### src/rtl/card_wr_pkg.sv
package card_wr_pkg;
  typedef enum logic [2:0] {
    ST_IDLE,
    ST_ARG,
    ST_DATA,
    ST_CRC,
    ST_RESP
  } cw_state_e;

  localparam logic [7:0] BYTE_IDLE   = 8'hFF;
  localparam logic [7:0] TOKEN_START = 8'hFE;
  localparam logic [7:0] RESP_ACCEPT = 8'h05;
endpackage

### src/rtl/cwe_counter.sv
module cwe_counter #(
  parameter int MAX = 512
) (
  input  logic clk,
  input  logic rst_n,
  input  logic inc,
  input  logic clr,
  output logic at_last
);
  localparam int W = $clog2(MAX + 1);
  localparam logic [W-1:0] MAX_V  = W'(MAX);
  localparam logic [W-1:0] LAST_V = W'(MAX - 1);

  logic [W-1:0] cnt_q;
  logic [W-1:0] cnt_d;

  always_comb begin
    cnt_d = cnt_q;
    if (clr)      cnt_d = '0;
    else if (inc) cnt_d = cnt_q + 1'b1;
  end

  always_ff @(posedge clk or negedge rst_n) begin
    if (!rst_n)           cnt_q <= '0;
    else if (clr || inc)  cnt_q <= cnt_d;
  end

  assign at_last = (cnt_q == LAST_V);

  assert_cnt_in_range_R5: assert property (@(posedge clk) disable iff (!rst_n)
    cnt_q <= MAX_V);
endmodule

### src/rtl/cwe_cmd_capture.sv
module cwe_cmd_capture #(
  parameter int IDX_W = 6
) (
  input  logic             clk,
  input  logic             rst_n,
  input  logic             load,
  input  logic [7:0]       rx_byte,
  output logic [IDX_W-1:0] cmd_idx
);
  logic [IDX_W-1:0] idx_q;

  always_ff @(posedge clk or negedge rst_n) begin
    if (!rst_n)    idx_q <= '0;
    else if (load) idx_q <= rx_byte[IDX_W-1:0];
  end

  assign cmd_idx = idx_q;

  assert_cmd_hold_R3: assert property (@(posedge clk) disable iff (!rst_n)
    !load |=> $stable(idx_q));
endmodule

### src/rtl/cwe_ctrl.sv
module cwe_ctrl
  import card_wr_pkg::*;
(
  input  logic       clk,
  input  logic       rst_n,
  input  logic       xfer_vld,
  input  logic [7:0] rx_byte,
  input  logic       st_rdy,
  input  logic       wr_last,
  input  logic       arg_last,
  output logic [7:0] tx_byte,
  output logic       st_we,
  output logic       wr_inc,
  output logic       wr_clr,
  output logic       arg_inc,
  output logic       arg_clr,
  output logic       cmd_load
);
  cw_state_e  st_q, st_d;
  logic       crc_q, crc_d;
  logic [7:0] resp_q, resp_d;

  always_comb begin
    st_d     = st_q;
    crc_d    = crc_q;
    resp_d   = resp_q;
    tx_byte  = BYTE_IDLE;
    st_we    = 1'b0;
    wr_inc   = 1'b0;
    wr_clr   = 1'b0;
    arg_inc  = 1'b0;
    arg_clr  = 1'b0;
    cmd_load = 1'b0;
    if (xfer_vld) begin
      unique case (st_q)
        ST_IDLE: begin
          if (rx_byte == TOKEN_START) begin
            st_d = ST_DATA;
          end else if (rx_byte != BYTE_IDLE) begin
            cmd_load = 1'b1;
            arg_clr  = 1'b1;
            st_d     = ST_ARG;
          end
        end
        ST_ARG: begin
          arg_inc = 1'b1;
          if (arg_last) begin
            arg_clr = 1'b1;
            st_d    = ST_IDLE;
          end
        end
        ST_DATA: begin
          st_we   = 1'b1;
          tx_byte = rx_byte;
          wr_inc  = 1'b1;
          if (!st_rdy || wr_last) begin
            st_d  = ST_CRC;
            crc_d = 1'b0;
          end
        end
        ST_CRC: begin
          if (crc_q) begin
            st_d   = ST_RESP;
            crc_d  = 1'b0;
            wr_clr = 1'b1;
            resp_d = RESP_ACCEPT;
          end else begin
            crc_d  = 1'b1;
          end
        end
        ST_RESP: begin
          tx_byte = resp_q;
          st_d    = ST_IDLE;
        end
        default: st_d = ST_IDLE;
      endcase
    end
  end

  always_ff @(posedge clk or negedge rst_n) begin
    if (!rst_n) begin
      st_q   <= ST_IDLE;
      crc_q  <= 1'b0;
      resp_q <= 8'h00;
    end else if (xfer_vld) begin
      st_q   <= st_d;
      crc_q  <= crc_d;
      resp_q <= resp_d;
    end
  end

  assert_null_stays_idle_R1: assert property (@(posedge clk) disable iff (!rst_n)
    (st_q == ST_IDLE && xfer_vld && rx_byte == BYTE_IDLE) |=> st_q == ST_IDLE);
  assert_token_enters_data_R2: assert property (@(posedge clk) disable iff (!rst_n)
    (st_q == ST_IDLE && xfer_vld && rx_byte == TOKEN_START) |=> st_q == ST_DATA);
  assert_early_stop_R6: assert property (@(posedge clk) disable iff (!rst_n)
    (st_q == ST_DATA && xfer_vld && !st_rdy) |=> st_q == ST_CRC);
  assert_crc_to_resp_R7: assert property (@(posedge clk) disable iff (!rst_n)
    (st_q == ST_CRC && xfer_vld && crc_q) |=> (st_q == ST_RESP && resp_q == RESP_ACCEPT));
  assert_resp_to_idle_R8: assert property (@(posedge clk) disable iff (!rst_n)
    (st_q == ST_RESP && xfer_vld) |=> st_q == ST_IDLE);
  assert_quiet_hold_R10: assert property (@(posedge clk) disable iff (!rst_n)
    !xfer_vld |=> $stable(st_q));
endmodule

### src/rtl/card_wr_engine.sv
module card_wr_engine #(
  parameter int BLOCK_LEN = 512,
  parameter int ARG_BYTES = 4
) (
  input  logic       clk,
  input  logic       rst_n,
  input  logic       xfer_vld,
  input  logic [7:0] rx_byte,
  output logic [7:0] tx_byte,
  input  logic       st_rdy,
  output logic       st_we,
  output logic [7:0] st_wdata,
  output logic [5:0] cmd_idx
);
  logic wr_last, arg_last;
  logic wr_inc, wr_clr, arg_inc, arg_clr, cmd_load;

  cwe_ctrl u_ctrl (
    .clk      (clk),
    .rst_n    (rst_n),
    .xfer_vld (xfer_vld),
    .rx_byte  (rx_byte),
    .st_rdy   (st_rdy),
    .wr_last  (wr_last),
    .arg_last (arg_last),
    .tx_byte  (tx_byte),
    .st_we    (st_we),
    .wr_inc   (wr_inc),
    .wr_clr   (wr_clr),
    .arg_inc  (arg_inc),
    .arg_clr  (arg_clr),
    .cmd_load (cmd_load)
  );

  cwe_counter #(.MAX(BLOCK_LEN)) u_wr_cnt (
    .clk     (clk),
    .rst_n   (rst_n),
    .inc     (wr_inc),
    .clr     (wr_clr),
    .at_last (wr_last)
  );

  cwe_counter #(.MAX(ARG_BYTES)) u_arg_cnt (
    .clk     (clk),
    .rst_n   (rst_n),
    .inc     (arg_inc),
    .clr     (arg_clr),
    .at_last (arg_last)
  );

  cwe_cmd_capture #(.IDX_W(6)) u_cmd (
    .clk     (clk),
    .rst_n   (rst_n),
    .load    (cmd_load),
    .rx_byte (rx_byte),
    .cmd_idx (cmd_idx)
  );

  assign st_wdata = rx_byte;

  assert_we_needs_strobe_R4: assert property (@(posedge clk) disable iff (!rst_n)
    st_we |-> xfer_vld);
endmodule

### config.mk
export PLATFORM = sky130hd
export DESIGN_NAME = card_wr_engine
export DESIGN_NICKNAME = d
export VERILOG_FILES = /design/src/rtl/card_wr_pkg.sv /design/src/rtl/cwe_counter.sv /design/src/rtl/cwe_cmd_capture.sv /design/src/rtl/cwe_ctrl.sv /design/src/rtl/card_wr_engine.sv
export SDC_FILE = /design/constraint.sdc
export NUM_CORES = 1
export LEC_CHECK = 0
export CAP_MARGIN = 20
export CORE_MARGIN = 3
export CORE_UTILIZATION = 51
export DETAILED_ROUTE_END_ITERATION = 10
export PLACE_DENSITY_LB_ADDON = 0.15
export RECOVER_POWER = 50
export SLEW_MARGIN = 15
export SYNTH_ARGS = -nofsm -noshare
export SYNTH_HDL_FRONTEND = slang
export SYNTH_SLANG_ARGS = --single-unit
### constraint.sdc
create_clock -name clk -period 3 [get_ports clk]
set_input_delay 0.6 -clock clk [delete_from_list [all_inputs] [get_ports clk]]
set_output_delay 0.6 -clock clk [all_outputs]
set_load 0.02 [all_outputs]
Yosys cells after proc, flatten, opt, wreduce, memory -nomap -nowiden
Index checks and enable logic that the tools add are counted.
{"block": "op_classes", "addsub": 2, "reduce_logical": 13, "n_mux": 29, "n_eq_ne": 12}
{"op": "3-bit two-way mux", "n": 7}
{"op": "10-bit two-way mux", "n": 2}
{"op": "8-bit case mux with 2 select lines", "n": 1}
{"op": "1-bit two-way mux", "n": 15}
{"op": "3-bit case mux with 4 select lines", "n": 1}
{"op": "10-bit by 1-bit adder with 10-bit output, second input constant", "n": 1}
{"op": "10-bit by 9-bit equality test with 1-bit output, second input constant", "n": 1}
{"op": "3-bit by 2-bit equality test with 1-bit output, second input constant", "n": 3}
{"op": "8-bit equality test, second input constant", "n": 1}
{"op": "8-bit two-way mux", "n": 1}
{"op": "8-bit != test, second input constant", "n": 1}
{"op": "3-bit AND reduction", "n": 2}
{"op": "2-bit nonzero test", "n": 3}
{"op": "5-bit AND reduction", "n": 1}
{"op": "2-bit by 1-bit != test with 1-bit output, second input constant", "n": 2}
{"op": "1-bit case mux with 2 select lines", "n": 2}
{"op": "2-bit AND reduction", "n": 2}
{"op": "3-bit by 1-bit adder with 3-bit output, second input constant", "n": 1}
{"op": "3-bit by 1-bit equality test with 1-bit output, second input constant", "n": 1}
{"op": "3-bit equality test, second input constant", "n": 1}
{"op": "3-bit zero test", "n": 1}
{"op": "1-bit logical OR", "n": 3}
{"op": "3-bit by 1-bit != test with 1-bit output, second input constant", "n": 1}
{"op": "2-bit != test, second input constant", "n": 1}
{"op": "1-bit zero test", "n": 1}
{"block": "word_totals", "register_bits": 24, "out_inout_bits": 23, "inputBits": 12, "word_cells": 62}

Longest topological paths before layout
{"block": "logic_depth", "depth_word": 7, "mapped_depth": 7, "mapped_depth_nobuf": 6}

Modules after synthesis
From an unflattened synthesis, not the netlist that was laid out.
{"block": "hier_totals", "hier_cells": 144, "hier_area_um2": 1456.4}
{"mod": "cwe_counter (u_wr_cnt)", "n_inst": 1, "area_per_inst_um2": 509.2, "seq_area_each_um2": 250.2, "cells_per_inst": 49}
{"mod": "cwe_ctrl", "n_inst": 1, "area_per_inst_um2": 494.2, "seq_area_each_um2": 125.1, "cells_per_inst": 62}
{"mod": "cwe_cmd_capture", "n_inst": 1, "area_per_inst_um2": 251.5, "seq_area_each_um2": 150.1, "cells_per_inst": 13}
{"mod": "cwe_counter (u_arg_cnt)", "n_inst": 1, "area_per_inst_um2": 141.4, "seq_area_each_um2": 75.1, "cells_per_inst": 12}
{"mod": "card_wr_engine", "n_inst": 1, "area_per_inst_um2": 60.1, "seq_area_each_um2": 0.0, "cells_per_inst": 8}

Least setup slack after synthesis
Ideal clock, no wire load.
{"block": "synth_path", "kind": "flip-flop to output port", "start": "register u_ctrl.st_q[1]", "end": "output port tx_byte[0]", "path_buffers": 2, "slack_ns": 1.163, "required_ns": 2.400, "t_arrival_ns": 1.237, "path_stages_with_launch": 6, "cell_sequence": "dfrtp_1 > buf_4 > nand2b_1 > buf_2 > nor2_1 > o21ai_0"}
{"block": "synth_between", "elab_chain_cells": 3, "elab_cells_between_ends": 4, "cone_classes": "2 x eq/ne; 2 x mux"}
{"element": "start: declaration", "line_no": "cwe_ctrl.sv:19", "text": "cw_state_e st_q, st_d;"}
{"element": "start signal: assignment", "line_no": "cwe_ctrl.sv:86", "text": "st_q <= st_d;"}
{"element": "3-bit equality test / 3-bit by 2-bit equality test with 1-bit output (equally long branches)", "line_no": "cwe_ctrl.sv:35", "text": "unique case (st_q)"}
{"element": "8-bit case mux with 2 select lines *", "line_no": "cwe_ctrl.sv:35"}
{"element": "8-bit two-way mux *", "line_no": "cwe_ctrl.sv:34", "text": "if (xfer_vld) begin"}
{"element": "end: declaration", "line_no": "card_wr_engine.sv:9", "text": "output logic [7:0] tx_byte,"}
Every way passes the cells marked *; elsewhere a longest branch is shown, timed or not.

Worst setup path in the final report
{"block": "layout_path", "start": "input port xfer_vld", "end": "output port tx_byte[0]"}
{"block": "layout_between", "elab_chain_cells": 1}
{"element": "start: declaration", "line_no": "card_wr_engine.sv:7", "text": "input logic xfer_vld,"}
{"element": "8-bit two-way mux", "line_no": "cwe_ctrl.sv:34"}
No other way between the ends.

==> results.json <==
{
  "die_h_um": 56.68,
  "fmax_mhz": 365.7,
  "drv_slew": 0,
  "hold_violations": 0,
  "p_switching_w": 0.0003168,
  "drv_cap": 0,
  "place_congestion": 0.8681,
  "multi_input_area_um2": 599.3,
  "syn_inst": 140,
  "antenna_left": 0,
  "hold_depth": 1,
  "grt_pass1_wl_mm": 4.609,
  "cts_tree": "built",
  "insertion_delay_ns": 0.30,
  "crit_type": "primary input to primary output",
  "hp-start": "u_ctrl.resp_q[0]$_DFFE_PN0P_",
  "avgViaCountPerCell": 5.579,
  "grt_overflow": 0,
  "finalInstanceArea_um2": 1649,
  "track_usage_pct": 18.11,
  "hold_class": "flop to flop",
  "synth.most_common_cell": "dfrtp_1",
  "netlist_top_cells_count": "24 x dfrtp_1, 21 x nor2_1, 13 x o21ai_0",
  "postCtsSetupRepairBufs": 0,
  "drive_gt1_share_pct": 8.982,
  "cp_data_required_time_ns": 2.40,
  "yosysWarningCount": 0,
  "hpwl_mm": 2.199,
  "rows": 17,
  "synth_top_cell_area_share_pct": 45.85,
  "ff_latch_area_um2": 600.6,
  "cp_max_fo": 8,
  "dieArea_um2": 3213,
  "initial_core_util_pct": 56.50,
  "crit_path_end_kind": "primary output",
  "hold_end": "u_ctrl.resp_q[0]$_DFFE_PN0P_",
  "core_area_um2": 2318,
  "p_per_area_nw_per_um2": 582.6,
  "layout.nets": 183,
  "finClkSkew_ns": 0.003216,
  "finalCriticalPeriod_ns": 2.735,
  "pwr-share-clk_pct": 17.4,
  "startpoint_type": "primary input",
  "final-instance-count-excl-fill": 195,
  "ff2ff_path_depth": 4,
  "drc": 0,
  "grt_max_degree": 25,
  "finalCritPeriodShare_pct": 91.15,
  "placed_area_um2": 1614,
  "yosys-top-cells-area": "dfrtp_1 46%, nor2_1 6.0%, buf_4 5.2%",
  "vdd_drop_max_mv": 0.4699,
  "setup_tns_ns": 0,
  "cts.sinks": 24,
  "whs_ns": 0.4809,
  "fp.dieW_um": 56.68,
  "synth_cell_types": 33,
  "yosysTopAreaCell": "dfrtp_1",
  "first_pass_iters": 4,
  "synth_edf_count": 0,
  "switching_share_pct": 32.97,
  "leakagePower_nw": 0.7038,
  "seq_power_share_pct": 47.5,
  "routedWlPerCell_um": 14.37,
  "netlist_area_um2": 1310,
  "max_slew_margin_pct": 15.78,
  "synth.avg_cell_area_um2": 9.357,
  "clockBufferDepth": 2,
  "combPwrFrac_pct": 35.1,
  "antenna_found_initial": 0,
  "internal_power_w": 0.0006440,
  "via_count": 1088,
  "arrival_ns": 2.13,
  "io_pins": 35,
  "rr_endpoint": "u_wr_cnt.cnt_q[0]$_DFFE_PN0P_",
  "worst_pin_slew_ns": 1.263,
  "synthArstFlopShare_pct": 100.0,
  "cts_root_buf": "clkbuf_4",
  "drtIter0Drc": 24,
  "portBuffers": 34,
  "syn_nets": 155,
  "num_antenna_cells": 0,
  "clkTransAtPathRegs_ns": 0.13,
  "setup_violations": 0,
  "placed_cells": 191,
  "grt_pass1_vias": 1052,
  "n_fill_cell": 168,
  "area_delta_synth_final_pct": 25.88,
  "timing.final.ws_setup_ns": 0.2654,
  "place_ws_ns": 0.1096,
  "ys_ff_latch": 24,
  "seq_area_frac_synth_pct": 45.85,
  "rsz0062_at_grt": "no",
  "status": "completed",
  "cts_buffers": 3,
  "ys.flop_type": "dfrtp_1",
  "rrSetupSlack_ns": 1.23,
  "totalWireLength_mm": 2.802,
  "ctsHtreeMaxLevel": 1,
  "rr_startpoint": "u_ctrl.st_q[2]$_DFFE_PN0P_"
}
==> metal layers <==
metal / GRT usage (%) / up-vias / part of all wire, % / routed length, µm
met5: 0 / - / 0 / 0
met2: 33.66 / 26 / 54 / 1522
li1: - / 529 / - / -
met4: 5.763 / 0 / 0.57 / 16
met1: 20.29 / 531 / 41 / 1148
met3: 3.678 / 2 / 4.1 / 115
==> repair_timing <==
item,CTS,global route
endpoints found under the hold margin,0,0
setup endpoints to repair,0,1
hold buffers,0,0
gates resized for setup,0,1
==> state kept, by name, summed over array words and instances, names as in the netlist <==
name and flops:
u_cmd.cmd_idx 6, u_ctrl.st_q 3, u_arg_cnt.cnt_q 3, u_wr_cnt.cnt_q 10, u_ctrl.crc_q 1, u_ctrl.resp_q 1
==> cell usage in the layout, fill, tap and decap left out, types with 4 or more instances in the layout <==
master            n
clkdlybuf4s50_1  32
dfrtp_1          24
nor2_1           20
o21ai_0          13
nand2_1           9
inv_1             7
nor3_1            6
mux2_2            6
xnor2_1           6
nand4_1           4
==> cell type report <==
class | instances | share of cell area [%]
Timing Repair Buffer | 36 | 21.32
Inverter | 7 | 1.593
Multi-Input combinational cell | 96 | 36.34
Tap cell | 28 | 2.124
Sequential cell | 24 | 36.42
Clock buffer | 4 | 2.200
==> metrics by stage <==
step,utilization [%],power [W]
floorplan,-,0.0006492
global placement,69.62,0.0007823
detailed placement,69.62,0.0008030
CTS,71.18,0.0009678
global route,71.13,0.001020
finish,71.13,0.0009607
==> logic make-up (layout without fill, tap and decap cells) <==
group | Yosys count | after routing | share of synthesized area (%)
AO/OA/AOI/OAI | 22 | 22 | 9.837
XOR/XNOR | 8 | 8 | 5.349
adder cells (fa/ha/maj) | 3 | 3 | 2.866
buffers and inverters | 20 | 47 | 8.595
flip-flops | 24 | 24 | 45.85
multiplexers | 7 | 7 | 5.921
AND/OR/NAND/NOR | 56 | 56 | 21.59
==> power groups by stage <==
stage	Sequential, W	Clock (W)	Combinational [W]
floorplan	0.000491	0	0.000158
global placement	0.000454	0	0.000328
detailed placement	0.000462	0	0.000341
CTS	0.000454	0.000171	0.000342
global route	0.000467	0.000185	0.000368
finish	0.000456	0.000167	0.000337
==> worst max-delay path, cell delays in order <==
cell             delay (ns)
clkdlybuf4s50_1        0.49
inv_1                  0.10
nor2_2                 0.23
o21ai_0                0.15
clkdlybuf4s50_1        0.56
==> how the worst max path moves through the flow <==
stage / start / end / slack, ns / cells after the start
3_3_place_gp: xfer_vld / tx_byte[0] / 0.17 / 5
4_1_cts: xfer_vld / tx_byte[6] / 0.11 / 5
5_1_grt: xfer_vld / tx_byte[2] / 0.14 / 5
6_report: xfer_vld / tx_byte[0] / 0.27 / 5
2_1_floorplan: u_ctrl.st_q[1]$_DFFE_PN0P_ / tx_byte[0] / 1.16 / 5
3_5_place_dp: xfer_vld / tx_byte[6] / 0.11 / 5
No activity file was read; power rests on OpenSTA's default activity.
